File: src/rtl/smbcfg_pkg.sv
package smbcfg_pkg;

  localparam int unsigned IDX_W = 8;

  typedef enum logic [2:0] {
    S_IDLE, S_RX, S_ACK_WAIT, S_ACK, S_TX, S_TX_ACK
  } bus_state_t;

  typedef enum logic [1:0] {
    PH_ADDR, PH_CMD, PH_CNT, PH_DATA
  } phase_t;

  // writable bits of each index; zero means fully read-only
  function automatic logic [7:0] reg_wmask(input logic [IDX_W-1:0] idx);
    case (idx)
      8'd5, 8'd7: return 8'h00;
      8'd6:       return 8'hCF;
      8'd0, 8'd1, 8'd2, 8'd3, 8'd4, 8'd8: return 8'hFF;
      default:    return 8'h00;
    endcase
  endfunction

  // value each index holds while reset is asserted
  function automatic logic [7:0] reg_reset(input logic [IDX_W-1:0] idx);
    case (idx)
      8'd0:       return 8'h07;
      8'd1, 8'd2: return 8'hFF;
      8'd6:       return 8'h05;
      8'd7:       return 8'h11;
      8'd8:       return 8'h05;
      default:    return 8'h00;
    endcase
  endfunction

  function automatic logic [7:0] merge_write(input logic [7:0] cur,
                                             input logic [7:0] wdat,
                                             input logic [7:0] wmask);
    return (cur & ~wmask) | (wdat & wmask);
  endfunction

  function automatic logic [7:0] tx_pick(input logic count_first,
                                         input logic [7:0] cnt,
                                         input logic [7:0] dat);
    return count_first ? cnt : dat;
  endfunction

endpackage

File: src/rtl/smb_line_sync.sv
module smb_line_sync #(
  parameter int unsigned STAGES = 2
) (
  input  logic clk,
  input  logic rst_n,
  input  logic scl_i,
  input  logic sda_i,
  output logic scl_s,
  output logic sda_s,
  output logic scl_rise,
  output logic scl_fall,
  output logic start_evt,
  output logic stop_evt
);
  // one extra stage beyond the synchronizer holds the previous level
  logic [STAGES:0] scl_pipe, sda_pipe;
  logic scl_q, sda_q;

  always_ff @(posedge clk or negedge rst_n) begin
    if (!rst_n) begin
      scl_pipe <= '1;
      sda_pipe <= '1;
    end else begin
      scl_pipe <= {scl_pipe[STAGES-1:0], scl_i};
      sda_pipe <= {sda_pipe[STAGES-1:0], sda_i};
    end
  end

  assign scl_s = scl_pipe[STAGES-1];
  assign sda_s = sda_pipe[STAGES-1];
  assign scl_q = scl_pipe[STAGES];
  assign sda_q = sda_pipe[STAGES];

  assign scl_rise  = scl_s & ~scl_q;
  assign scl_fall  = ~scl_s & scl_q;
  assign start_evt = scl_s & scl_q & sda_q & ~sda_s;
  assign stop_evt  = scl_s & scl_q & ~sda_q & sda_s;
endmodule

File: src/rtl/smb_cfg_regs.sv
module smb_cfg_regs
  import smbcfg_pkg::*;
#(
  parameter int unsigned NREG      = 9,
  parameter int unsigned CNT_IDX   = 8,
  parameter int unsigned FSEL_IDX  = 4,
  parameter int unsigned STRAP_IDX = 6
) (
  input  logic              clk,
  input  logic              rst_n,
  input  logic              strap_load,
  input  logic [1:0]        strap_fs,
  input  logic              strap_ddr,
  input  logic              strap_pcie,
  input  logic              wr_en,
  input  logic [IDX_W-1:0]  wr_idx,
  input  logic [7:0]        wr_data,
  input  logic [IDX_W-1:0]  rd_idx,
  output logic [7:0]        rd_data,
  output logic [7:0]        cnt_val,
  output logic [NREG*8-1:0] reg_flat
);
  for (genvar g = 0; g < NREG; g++) begin : g_reg
    localparam logic [7:0] WM = reg_wmask(IDX_W'(g));
    localparam logic [7:0] RV = reg_reset(IDX_W'(g));
    logic [7:0] q, nxt;

    always_comb begin
      nxt = q;
      if (wr_en && (wr_idx == IDX_W'(g))) nxt = merge_write(q, wr_data, WM);
      if (strap_load) begin
        if (g == FSEL_IDX)  nxt[3:2] = strap_fs;
        if (g == STRAP_IDX) nxt[5:4] = {strap_ddr, strap_pcie};
      end
    end

    always_ff @(posedge clk or negedge rst_n) begin
      if (!rst_n) q <= RV;
      else        q <= nxt;
    end

    assign reg_flat[g*8 +: 8] = q;
  end

  always_comb begin
    rd_data = 8'h00;
    for (int i = 0; i < NREG; i++) begin
      if (rd_idx == IDX_W'(i)) rd_data = reg_flat[i*8 +: 8];
    end
  end

  assign cnt_val = reg_flat[CNT_IDX*8 +: 8];
endmodule

File: src/rtl/smb_proto_fsm.sv
module smb_proto_fsm
  import smbcfg_pkg::*;
#(
  parameter logic [6:0] SADDR = 7'h69
) (
  input  logic             clk,
  input  logic             rst_n,
  input  logic             sda_s,
  input  logic             scl_rise,
  input  logic             scl_fall,
  input  logic             start_evt,
  input  logic             stop_evt,
  input  logic [7:0]       rd_data,
  input  logic [7:0]       cnt_val,
  output logic             sda_oe,
  output logic             wr_en,
  output logic [IDX_W-1:0] wr_idx,
  output logic [7:0]       wr_data,
  output logic [IDX_W-1:0] rd_idx,
  output logic             busy,
  output logic             in_addr
);
  bus_state_t       st;
  phase_t           ph;
  logic [6:0]       sh;
  logic [3:0]       bits;
  logic [IDX_W-1:0] idx;
  logic [7:0]       wleft;
  logic             blk, rd, do_ack, first_tx, host_ack;

  logic [7:0] rx_byte, tx_byte;
  logic       last_bit, data_ok, byte_done;

  assign rx_byte   = {sh, sda_s};
  assign last_bit  = (bits == 4'd7);
  assign data_ok   = !blk || (wleft != 8'd0);
  assign byte_done = (st == S_RX) && scl_rise && last_bit;
  assign tx_byte   = tx_pick(first_tx, cnt_val, rd_data);

  assign wr_en   = byte_done && (ph == PH_DATA) && data_ok;
  assign wr_idx  = idx;
  assign wr_data = rx_byte;
  assign rd_idx  = idx;
  assign busy    = (st != S_IDLE);
  assign in_addr = (st == S_RX) && (ph == PH_ADDR) && (bits == 4'd0);

  always_ff @(posedge clk or negedge rst_n) begin
    if (!rst_n) begin
      st       <= S_IDLE;
      ph       <= PH_ADDR;
      sh       <= '0;
      bits     <= '0;
      idx      <= '0;
      wleft    <= '0;
      blk      <= 1'b1;
      rd       <= 1'b0;
      do_ack   <= 1'b0;
      first_tx <= 1'b0;
      host_ack <= 1'b0;
      sda_oe   <= 1'b0;
    end else if (start_evt) begin
      st     <= S_RX;
      ph     <= PH_ADDR;
      bits   <= '0;
      sda_oe <= 1'b0;
    end else if (stop_evt) begin
      st     <= S_IDLE;
      ph     <= PH_ADDR;
      sda_oe <= 1'b0;
    end else begin
      case (st)
        S_RX: if (scl_rise) begin
          sh   <= rx_byte[6:0];
          bits <= bits + 4'd1;
          if (last_bit) begin
            bits   <= '0;
            st     <= S_ACK_WAIT;
            do_ack <= 1'b1;
            case (ph)
              PH_ADDR: begin
                if (rx_byte[7:1] == SADDR) begin
                  rd       <= rx_byte[0];
                  first_tx <= blk;
                  ph       <= rx_byte[0] ? PH_ADDR : PH_CMD;
                end else begin
                  st <= S_IDLE;
                end
              end
              PH_CMD: begin
                idx <= {1'b0, rx_byte[6:0]};
                blk <= ~rx_byte[7];
                ph  <= rx_byte[7] ? PH_DATA : PH_CNT;
              end
              PH_CNT: begin
                wleft <= rx_byte;
                ph    <= PH_DATA;
              end
              PH_DATA: begin
                if (data_ok) begin
                  idx <= idx + 1'b1;
                  if (blk) wleft <= wleft - 8'd1;
                end else begin
                  do_ack <= 1'b0;
                end
              end
              default: ;
            endcase
          end
        end
        S_ACK_WAIT: if (scl_fall) begin
          sda_oe <= do_ack;
          st     <= S_ACK;
        end
        S_ACK: if (scl_fall) begin
          if (rd) begin
            sh       <= tx_byte[6:0];
            sda_oe   <= ~tx_byte[7];
            bits     <= '0;
            st       <= S_TX;
            first_tx <= 1'b0;
            if (!first_tx) idx <= idx + 1'b1;
          end else begin
            sda_oe <= 1'b0;
            st     <= S_RX;
          end
        end
        S_TX: begin
          if (scl_rise) begin
            bits <= bits + 4'd1;
          end else if (scl_fall) begin
            if (bits == 4'd8) begin
              sda_oe <= 1'b0;
              st     <= S_TX_ACK;
            end else begin
              sda_oe <= ~sh[6];
              sh     <= {sh[5:0], 1'b0};
            end
          end
        end
        S_TX_ACK: begin
          if (scl_rise) begin
            host_ack <= ~sda_s;
          end else if (scl_fall) begin
            if (host_ack) begin
              sh       <= tx_byte[6:0];
              sda_oe   <= ~tx_byte[7];
              bits     <= '0;
              st       <= S_TX;
              first_tx <= 1'b0;
              if (!first_tx) idx <= idx + 1'b1;
            end else begin
              st <= S_IDLE;
            end
          end
        end
        default: st <= S_IDLE;
      endcase
    end
  end
endmodule

File: src/rtl/cfg_smbus_slave.sv
module cfg_smbus_slave
  import smbcfg_pkg::*;
#(
  parameter int unsigned NREG        = 9,
  parameter int unsigned CNT_IDX     = 8,
  parameter logic [6:0]  SADDR       = 7'h69,
  parameter int unsigned SYNC_STAGES = 2
) (
  input  logic       clk,
  input  logic       rst_n,
  input  logic       scl_i,
  input  logic       sda_i,
  output logic       sda_oe,
  input  logic [1:0] strap_fs,
  input  logic       strap_ddr,
  input  logic       strap_pcie,
  output logic [2:0] spread_core,
  output logic [1:0] spread_pcie,
  output logic [2:0] aux_en,
  output logic [7:0] en_grp_a,
  output logic [7:0] en_grp_b,
  output logic [7:0] slew_grp,
  output logic [1:0] ddr_slew,
  output logic [1:0] sys_fsel,
  output logic [1:0] usb_fsel,
  output logic [1:0] pcie_amp
);
  localparam int unsigned FSEL_IDX  = 4;
  localparam int unsigned STRAP_IDX = 6;
  localparam int unsigned B0 = 0;
  localparam int unsigned B1 = 8;
  localparam int unsigned B2 = 16;
  localparam int unsigned B3 = 24;
  localparam int unsigned B4 = FSEL_IDX * 8;
  localparam int unsigned B5 = 40;
  localparam int unsigned B6 = STRAP_IDX * 8;
  localparam int unsigned B7 = 56;
  localparam int unsigned B8 = CNT_IDX * 8;

  logic scl_s, sda_s, scl_rise, scl_fall, start_evt, stop_evt;
  logic wr_en, busy, in_addr, strap_done, strap_load;
  logic [IDX_W-1:0] wr_idx, rd_idx;
  logic [7:0] wr_data, rd_data, cnt_val;
  logic [NREG*8-1:0] reg_flat;
  logic unused_cfg_bits;

  always_ff @(posedge clk or negedge rst_n) begin
    if (!rst_n) strap_done <= 1'b0;
    else        strap_done <= 1'b1;
  end
  assign strap_load = ~strap_done;

  smb_line_sync #(.STAGES(SYNC_STAGES)) u_sync (
    .clk(clk), .rst_n(rst_n), .scl_i(scl_i), .sda_i(sda_i),
    .scl_s(scl_s), .sda_s(sda_s), .scl_rise(scl_rise), .scl_fall(scl_fall),
    .start_evt(start_evt), .stop_evt(stop_evt)
  );

  smb_proto_fsm #(.SADDR(SADDR)) u_fsm (
    .clk(clk), .rst_n(rst_n), .sda_s(sda_s), .scl_rise(scl_rise),
    .scl_fall(scl_fall), .start_evt(start_evt), .stop_evt(stop_evt),
    .rd_data(rd_data), .cnt_val(cnt_val), .sda_oe(sda_oe), .wr_en(wr_en),
    .wr_idx(wr_idx), .wr_data(wr_data), .rd_idx(rd_idx), .busy(busy),
    .in_addr(in_addr)
  );

  smb_cfg_regs #(
    .NREG(NREG), .CNT_IDX(CNT_IDX), .FSEL_IDX(FSEL_IDX), .STRAP_IDX(STRAP_IDX)
  ) u_regs (
    .clk(clk), .rst_n(rst_n), .strap_load(strap_load), .strap_fs(strap_fs),
    .strap_ddr(strap_ddr), .strap_pcie(strap_pcie), .wr_en(wr_en),
    .wr_idx(wr_idx), .wr_data(wr_data), .rd_idx(rd_idx), .rd_data(rd_data),
    .cnt_val(cnt_val), .reg_flat(reg_flat)
  );

  assign spread_core = reg_flat[B0+7 -: 3];
  assign spread_pcie = reg_flat[B0+4 -: 2];
  assign aux_en      = reg_flat[B0+2 -: 3];
  assign en_grp_a    = reg_flat[B1 +: 8];
  assign en_grp_b    = reg_flat[B2 +: 8];
  assign slew_grp    = reg_flat[B3 +: 8];
  assign ddr_slew    = reg_flat[B4+7 -: 2];
  assign sys_fsel    = reg_flat[B4+3 -: 2];
  assign usb_fsel    = reg_flat[B4+1 -: 2];
  assign pcie_amp    = reg_flat[B6+7 -: 2];

  assign unused_cfg_bits = ^{reg_flat[B4+5 -: 2], reg_flat[B5 +: 8],
                             reg_flat[B6+5 -: 6], reg_flat[B7 +: 8],
                             reg_flat[B8 +: 8], busy, in_addr, scl_s};
endmodule

File: config.mk
export PLATFORM = sky130hd
export DESIGN_NAME = cfg_smbus_slave
export DESIGN_NICKNAME = d
export VERILOG_FILES = /design/src/rtl/smbcfg_pkg.sv /design/src/rtl/smb_line_sync.sv /design/src/rtl/smb_cfg_regs.sv /design/src/rtl/smb_proto_fsm.sv /design/src/rtl/cfg_smbus_slave.sv
export SDC_FILE = /design/constraint.sdc
export NUM_CORES = 1
export LEC_CHECK = 0
export BUFFER_PORTS_ARGS = -buffer_cell sky130_fd_sc_hd__buf_2
export CAP_MARGIN = 20
export CORE_MARGIN = 2
export CORE_UTILIZATION = 30
export CTS_CLUSTER_DIAMETER = 150
export DETAILED_ROUTE_END_ITERATION = 8
export GPL_TIMING_DRIVEN = 0
export HOLD_SLACK_MARGIN = 0.05
export PLACE_DENSITY = 0.55
export SLEW_MARGIN = 20
export SYNTH_ARGS = -nofsm -noshare
export SYNTH_HDL_FRONTEND = slang
export SYNTH_HIERARCHICAL = 1
export SYNTH_SLANG_ARGS = --single-unit
File: constraint.sdc
create_clock -name clk -period 4 [get_ports clk]
set_clock_uncertainty 0.2 [all_clocks]
set_input_delay 1 -clock clk [delete_from_list [all_inputs] [get_ports clk]]
set_output_delay 1 -clock clk [all_outputs]
set_load 0.01 [all_outputs]
==> results.toml, run 1 <==
[clock_network]
cts-root-buf = "clkbuf_16"
htree_levels = 3
holdBufCountCts = 0
tritoncts = "built"
cts_buffer_depth = 2
clkLatencyLatePin_ps = 350
post-cts-setup-buffers = 0
cts_resized = 0
cts_inserted_buffers = 9
cts_sinks = 101
clk_pin_slew_ps = 70

[finish]
fin_nets = 614
num_antenna_cells = 0
fin_area_um2 = 6623
drive_gt1_frac = 0.3455
area_growth_pct = 14.89

[global_route]
grt_pass1_vias = 4542
grt_max_degree = 68
grt_pass1_wl_um = 24540
grtUsageTotal = 0.1537
antenna_found_initial = 0
grt-ovfl-total = 0

[drt]
via_per_inst = 5.353
vias = 4475
drt_first_iter_violations = 223
firstDrtPassIters = 5
drc_errors = 0
ant_nets = 0
routedWlPerCell_um = 17.94
wl_um = 15000

[sta]
rsz0062_at_grt = "no"
period_needed_ps = 3489
whs_ps = 157.6
hold_violations = 0
slew_headroom = 0.4596
worst_pin_slew_ps = 800.5
fmax_mhz = 286.6
setup_viol = 0
period_share = 0.8722
tns_ps = 0
finalMaxSlewViolations = 0

[critical_path]
r2r_cells = 8
cp.required_ps = 4040
path_class = "register to register"
cp_max_fo = 8
reg2reg_from = "u_sync/scl_pipe[1]"
critPathLaunchType = "register"
r2r-end = "u_regs/g_reg[4].q[2]"
arrival_ps = 3530
ff2ff_setup_slack_ps = 510
end_kind = "register"

[die]
dieArea_um2 = 20340
dieWidth_um = 142.6
coreArea_um2 = 18770
fp-row-count = 50
ios = 49
start_util = 0.3071
die_h_um = 142.6

[synthesis]
syn-cell-area_um2 = 5764
netlist_instances = 537
ys_warn_count = 6
syn-num-nets = 554
synth.avg_cell_area_um2 = 10.73

[hold_path]
hold_end = "u_sync/sda_pipe[1]"
hold_path.class = "register to register"
hold_depth = 0
hp-start = "u_sync/sda_pipe[0]"

[pwr]
vdd_drop_max_uv = 180.9
p_per_area_nw_per_um2 = 357.5
p_leak_nw = 2.991

[flow_run]
maxCapViolations = 0

[placed_design]
gp_congestion = 0.8690
port_buffers = 48
dpl-instance-area_um2 = 6331
hpwl_um = 10690

[outcome]
outcome = "finished clean"
-- per-layer routing --
layer | GRT usage | routed length, um | vias to the layer above
li1 | - | - | 2108
met1 | 0.1921 | 6659 | 2224
met2 | 0.2627 | 7397 | 115
met3 | 0.02414 | 556 | 28
met4 | 0.06774 | 386 | 0
met5 | 0 | 0 | -
-- flip-flops by register name (all words and copies together), names as in the netlist --
name             count
u_fsm/bits           4
u_fsm/do_ack         1
u_fsm/sh             7
u_fsm/rd_idx         8
u_regs/g.q          48
u_fsm/st             3
u_fsm/blk            1
u_fsm/host_ack       1
u_fsm/wleft          8
u_fsm/rd             1
u_fsm/ph             2
strap_done           1
u_fsm/first_tx       1
u_fsm/sda_oe         1
u_sync/sda_pipe      3
u_sync/scl_pipe      3
u_regs/cnt_val       8
-- stage by stage --
step / total power [mW] / utilization / setup slack [ps] / instances
4_1_cts: 2.399 / 0.3529 / 448.0 / 836
2_1_floorplan: 1.365 / - / 1193 / 537
3_3_place_gp: 1.507 / 0.3355 / 517.0 / 819
5_1_grt: 2.488 / 0.3529 / 241.9 / 836
6_report: 2.368 / 0.3529 / 511.4 / 836
3_5_place_dp: 1.521 / 0.3373 / 470.4 / 820
-- placed cells by master, fill, tap and decap left out, drive strengths merged, types with 9 or more instances in the layout --
cell type  count
a21oi         27
buf           74
clkbuf        21
dfrtp         71
dfstp         30
ha             9
inv           21
mux2          68
mux2i         25
nand2         36
nand3         17
nor2          23
nor2b         13
nor3          14
o21ai         27
o31ai          9
or2            9
-- critical path: stages (launching register included) --
cell and delay (ps):
dfstp_2 550, nor2b_1 470, nand2_1 230, nor3_1 280, o311a_1 350, nor3b_2 320, nand4b_2 340, mux2_2 380
mux2_2 250
-- power by group --
group / switching (mW) / leakage, nW / internal (mW)
clock network: 0.426 / 0.144 / 0.439
logic: 0.177 / 1.57 / 0.137
registers: 0.127 / 1.27 / 1.06
-- final cells by class --
cell class / count / area, um2
Tap cell: 234 / 292.8
Multi-Input combinational cell: 382 / 2920
Inverter: 17 / 63.81
Buffer: 37 / 215.2
Sequential cell: 101 / 2565
Fill cell: 1931 / 12150
Clock inverter: 7 / 66.31
Timing Repair Buffer: 49 / 274.0
Clock buffer: 9 / 225.2
-- worst max-delay path by stage --
stage | endpoint | startpoint | slack, ps
detailed placement | u_regs/g_reg[4].q[2] | u_sync/scl_pipe[1] | 470
global route | u_regs/g_reg[4].q[2] | u_sync/scl_pipe[1] | 240
floorplan | u_regs/g_reg[4].q[2] | u_sync/scl_pipe[1] | 1190
CTS | u_regs/g_reg[4].q[2] | u_sync/scl_pipe[1] | 450
finish | u_regs/g_reg[4].q[2] | u_sync/scl_pipe[1] | 510
global placement | u_regs/g_reg[4].q[2] | u_sync/scl_pipe[1] | 520
Power figures use the tool's default switching activity.
==> run 2, diff against run 1 <==
Settings changed: CELL_PAD_IN_SITES_DETAIL_PLACEMENT set to 1, CELL_PAD_IN_SITES_GLOBAL_PLACEMENT set to 1, PLACE_DENSITY 0.55 to 0.64.
==> results.toml, run 2 (synthesis results as in run 1) <==
[sta]
rsz0062_at_grt = "no"
period_share = 0.9238
tns_ps = 0
whs_ps = 156.9
slew_headroom = 0.4408
finalMaxSlewViolations = 0
fmax_mhz = 270.6
hold_violations = 0
period_needed_ps = 3695
worst_pin_slew_ps = 831.1
setup_viol = 0

[die]
dieWidth_um = 142.6
dieArea_um2 = 20340
coreArea_um2 = 18770
fp-row-count = 50
ios = 49
die_h_um = 142.6
start_util = 0.3071

[global_route]
grt_use_met3 = 0.03085
grt-ovfl-total = 0
grtUsageTotal = 0.1677
busiest_layer = "met2"
grt_max_degree = 55
antenna_found_initial = 0
grt_pass1_wl_um = 26540
met1_usage = 0.2204
grt_pass1_vias = 4768
use_met2 = 0.2842

[finish]
num_antenna_cells = 0
stdcell_count = 836
final_common_cell = "dfrtp_1"
drive_gt1_frac = 0.3439
fin_nets = 614
nFillCells = 2144
final_cell_mix = "dfrtp_1, mux2_2, buf_2"
seqCellArea_um2 = 2565
largest_register = "u_regs/g.q"
largest_reg_flops = 48
multiInputGateArea_um2 = 2920
area_growth_pct = 15.13

[placed_design]
dp.cells = 820
port_buffers = 48
gp_congestion = 0.8287
hpwl_um = 11800

[clock_network]
htree_levels = 3
clk_pin_slew_ps = 70
tritoncts = "built"
cts-root-buf = "clkbuf_16"
cts_inserted_buffers = 9
post-cts-setup-buffers = 0
clkLatencyLatePin_ps = 360
cts_resized = 0
holdBufCountCts = 0
cts_sinks = 101
cts_buffer_depth = 2

[pwr]
vdd_drop_max_uv = 207.1
p_per_area_nw_per_um2 = 366.1
p_leak_nw = 2.996

[drt]
wl_um = 16330
vias = 4567
drt_first_iter_violations = 157
ant_nets = 0
firstDrtPassIters = 4
routedWlPerCell_um = 19.54
via_per_inst = 5.463
drc_errors = 0

[critical_path]
path_class = "register to register"
cp_max_fo = 7
arrival_ps = 3730
critPathLaunchType = "register"
end_kind = "register"
cp.required_ps = 4030

[flow_run]
maxCapViolations = 0

[hold_path]
hold_path.class = "register to register"

[outcome]
outcome = "finished clean"
## run 2: changes by cell type in the layout (fill, tap and decap cells not counted)
cell	delta
bufinv_16	+1
clkbuf_1	+1
clkinv_4	-2
inv_6	+1
inv_8	-1
## run 2: power by group
group	total [mW]	switching [mW]	leakage, nW	internal [mW]
registers	1.18	0.114	1.27	1.06
clock network	0.925	0.426	0.150	0.499
logic	0.329	0.191	1.57	0.137
## run 2: area by class of cell
class	count	area share
buffer	37	0.03243
clock buffer	10	0.03450
clock inverter	6	0.01150
inverter	17	0.009615
multi-input combinational	382	0.4400
sequential	101	0.3865
tap	234	0.04412
timing repair buffer	49	0.04129
## run 2: through the flow
step           total power [mW]  cell area (um2)  worst slack [ps]    util
3_5_place_dp              1.525             6331             387.0  0.3373
4_1_cts                   2.469             6636             355.8  0.3536
3_3_place_gp              1.503             6297             424.9  0.3355
6_report                  2.429             6636             304.8  0.3536
2_1_floorplan             1.365             5764              1193       -
5_1_grt                   2.552             6636             14.61  0.3536
## run 2: path summary, 6_finish.rpt
| kind | cells after the start | endpoint | startpoint | slack, ps |
|---|---|---|---|---|
| min reg2reg | 0 | u_sync/sda_pipe[1] | u_sync/sda_pipe[0] | 160 |
| max in group asynchronous | 2 | u_regs/g_reg[1].q[5] | rst_n | 2530 |
| max | 9 | u_fsm/sda_oe | u_fsm/rd_idx[4] | 300 |
| max reg2reg | 9 | u_fsm/sda_oe | u_fsm/rd_idx[4] | 300 |
| min in group asynchronous | 1 | u_fsm/first_tx | rst_n | 390 |
| min | 0 | u_sync/sda_pipe[1] | u_sync/sda_pipe[0] | 160 |
## run 2: critical path: stages (launching register included)
cell and delay [ps]:
dfrtp_1 460, nor4_1 750, nand2b_1 360, nor3_1 660, a221o_1 250, mux2i_1 120
a221oi_1 340, a31oi_1 130, nor3_1 230, a211oi_1 70
## run 2: per-layer routing
| metal | share of wire | wire (um) |
|---|---|---|
| met1 | 0.48 | 7763 |
| met2 | 0.48 | 7899 |
| met3 | 0.028 | 464 |
| met5 | 0 | 0 |
| met4 | 0.013 | 206 |
==> run 3, diff against run 2 <==
Settings changed: CORE_UTILIZATION 30 to 48, PLACE_DENSITY 0.64 to not set, PLACE_DENSITY_LB_ADDON set to 0.1.
==> results.toml, run 3 (synthesis results as in run 1) <==
[outcome]
outcome = "finished clean"

[clock_network]
cts_sinks = 101
clkLatencyLatePin_ps = 350
tritoncts = "built"
holdBufCountCts = 0
cts-root-buf = "clkbuf_16"
cts_resized = 0
htree_levels = 3
clk_pin_slew_ps = 70
cts_inserted_buffers = 9
cts_buffer_depth = 2
post-cts-setup-buffers = 0

[critical_path]
r2r-end = "u_regs/g_reg[4].q[3]"
worst-path-buf-inv = 0
crit_family = "simple AND/OR/NAND/NOR gates"
path_class = "register to register"
reg2reg_from = "u_sync/scl_pipe[1]"
arrival_ps = 3580
crit_slowest_cell = "dfstp_2"
cp.required_ps = 4050
critPathLaunchType = "register"
ff2ff_setup_slack_ps = 460
cp_cell_sequence = "nor2b_1 -> nand2_1 -> nor3_1 -> o311a_1 -> nor3b_2 -> nand4b_2 -> mux2_2 -> mux2_2"
max_stage_delay_ps = 560
path_common_cell = "mux2_2"
end_kind = "register"
cp_max_fo = 8
r2r_cells = 8

[die]
die_h_um = 113.6
start_util = 0.4860
dieArea_um2 = 12900
coreArea_um2 = 11860
ios = 49
dieWidth_um = 113.6
fp-row-count = 40

[pwr]
p_per_area_nw_per_um2 = 373.2
p_leak_nw = 2.996
combPwrFrac = 0.135
vdd_drop_max_uv = 236.0
clkPwrFrac = 0.375
switching_share = 0.3035
internal_power_mw = 1.697
p_sw_mw = 0.7393
p_seq_frac = 0.490

[global_route]
antenna_found_initial = 0
grt_pass1_wl_um = 26030
grt_pass1_vias = 4796
grtUsageTotal = 0.2620
grt-ovfl-total = 0
grt_max_degree = 69

[hold_path]
hold_depth = 0
hold_end = "u_sync/scl_pipe[1]"
hp-start = "u_sync/scl_pipe[0]"
hold_path.class = "register to register"

[sta]
worst_pin_slew_ps = 718.0
period_share = 0.8843
slew_headroom = 0.5214
period_needed_ps = 3537
fmax_mhz = 282.7
setup_viol = 0
rsz0062_at_grt = "no"
hold_violations = 0
finalMaxSlewViolations = 0
tns_ps = 0

[drt]
vias = 4614
wl_um = 16000
drc_errors = 0
firstDrtPassIters = 4
via_per_inst = 6.160
ant_nets = 0
drt_first_iter_violations = 252
routedWlPerCell_um = 21.36

[finish]
largest_reg_flops = 48
final_cell_mix = "dfrtp_1, mux2_2, buf_2"
largest_register = "u_regs/g.q"
stdcell_count = 749
area_growth_pct = 13.24
num_antenna_cells = 0
drive_gt1_frac = 0.3439
final_common_cell = "dfrtp_1"
fin_nets = 614

[placed_design]
dp.cells = 733
hpwl_um = 11320
gp_congestion = 0.8465
port_buffers = 48

[flow_run]
maxCapViolations = 0
-- run 3: area by class of cell --
class / instances / area (um2)
inverters: 17 / 63.81
multi-input cells: 382 / 2920
clock buffers: 10 / 229.0
well taps: 147 / 183.9
fillers: 1333 / 5334
clock inverters: 6 / 76.32
plain buffers: 37 / 215.2
flip-flops and latches: 101 / 2565
repair buffers: 49 / 274.0
-- run 3: power groups by stage --
| stage | sequential, mW | clock, mW | combinational [mW] |
|---|---|---|---|
| after floorplan | 1.14 | 0 | 0.227 |
| after global placement | 1.21 | 0 | 0.305 |
| after detailed placement | 1.21 | 0 | 0.326 |
| after CTS | 1.19 | 0.936 | 0.330 |
| after global routing | 1.20 | 0.975 | 0.363 |
| final | 1.19 | 0.914 | 0.328 |
-- run 3: worst max-delay path by stage --
stage                             startpoint                    to  slack, ps  cells after the start
after floorplan           u_sync/scl_pipe[1]  u_regs/g_reg[4].q[2]       1190                      8
after detailed placement  u_sync/scl_pipe[1]  u_regs/g_reg[4].q[2]        480                      8
after global routing      u_sync/scl_pipe[1]  u_regs/g_reg[4].q[2]        170                      8
final                     u_sync/scl_pipe[1]  u_regs/g_reg[4].q[3]        460                      8
after global placement    u_sync/scl_pipe[1]  u_regs/g_reg[4].q[3]        450                      8
after CTS                 u_sync/scl_pipe[1]  u_regs/g_reg[4].q[2]        470                      8
-- run 3: layer usage --
metal | vias up | GRT usage | wire length (um)
met5 | - | 0 | 0
li1 | 2106 | - | -
met2 | 120 | 0.4523 | 8053
met3 | 29 | 0.03401 | 545
met4 | 0 | 0.1016 | 466
met1 | 2359 | 0.3364 | 6930
-- run 3: metrics by stage --
| step | utilization | hold WS (ps) | cell area (um2) | setup WS [ps] | total power, mW |
|---|---|---|---|---|---|
| 2_1_floorplan | - | 145.2 | 5764 | 1193 | 1.365 |
| 3_3_place_gp | 0.5217 | 147.2 | 6188 | 449.4 | 1.512 |
| 3_5_place_dp | 0.5246 | 148.1 | 6222 | 477.3 | 1.536 |
| 4_1_cts | 0.5503 | 158.7 | 6528 | 469.0 | 2.460 |
| 5_1_grt | 0.5503 | 159.9 | 6528 | 170.1 | 2.540 |
| 6_report | 0.5503 | 158.4 | 6528 | 462.7 | 2.436 |
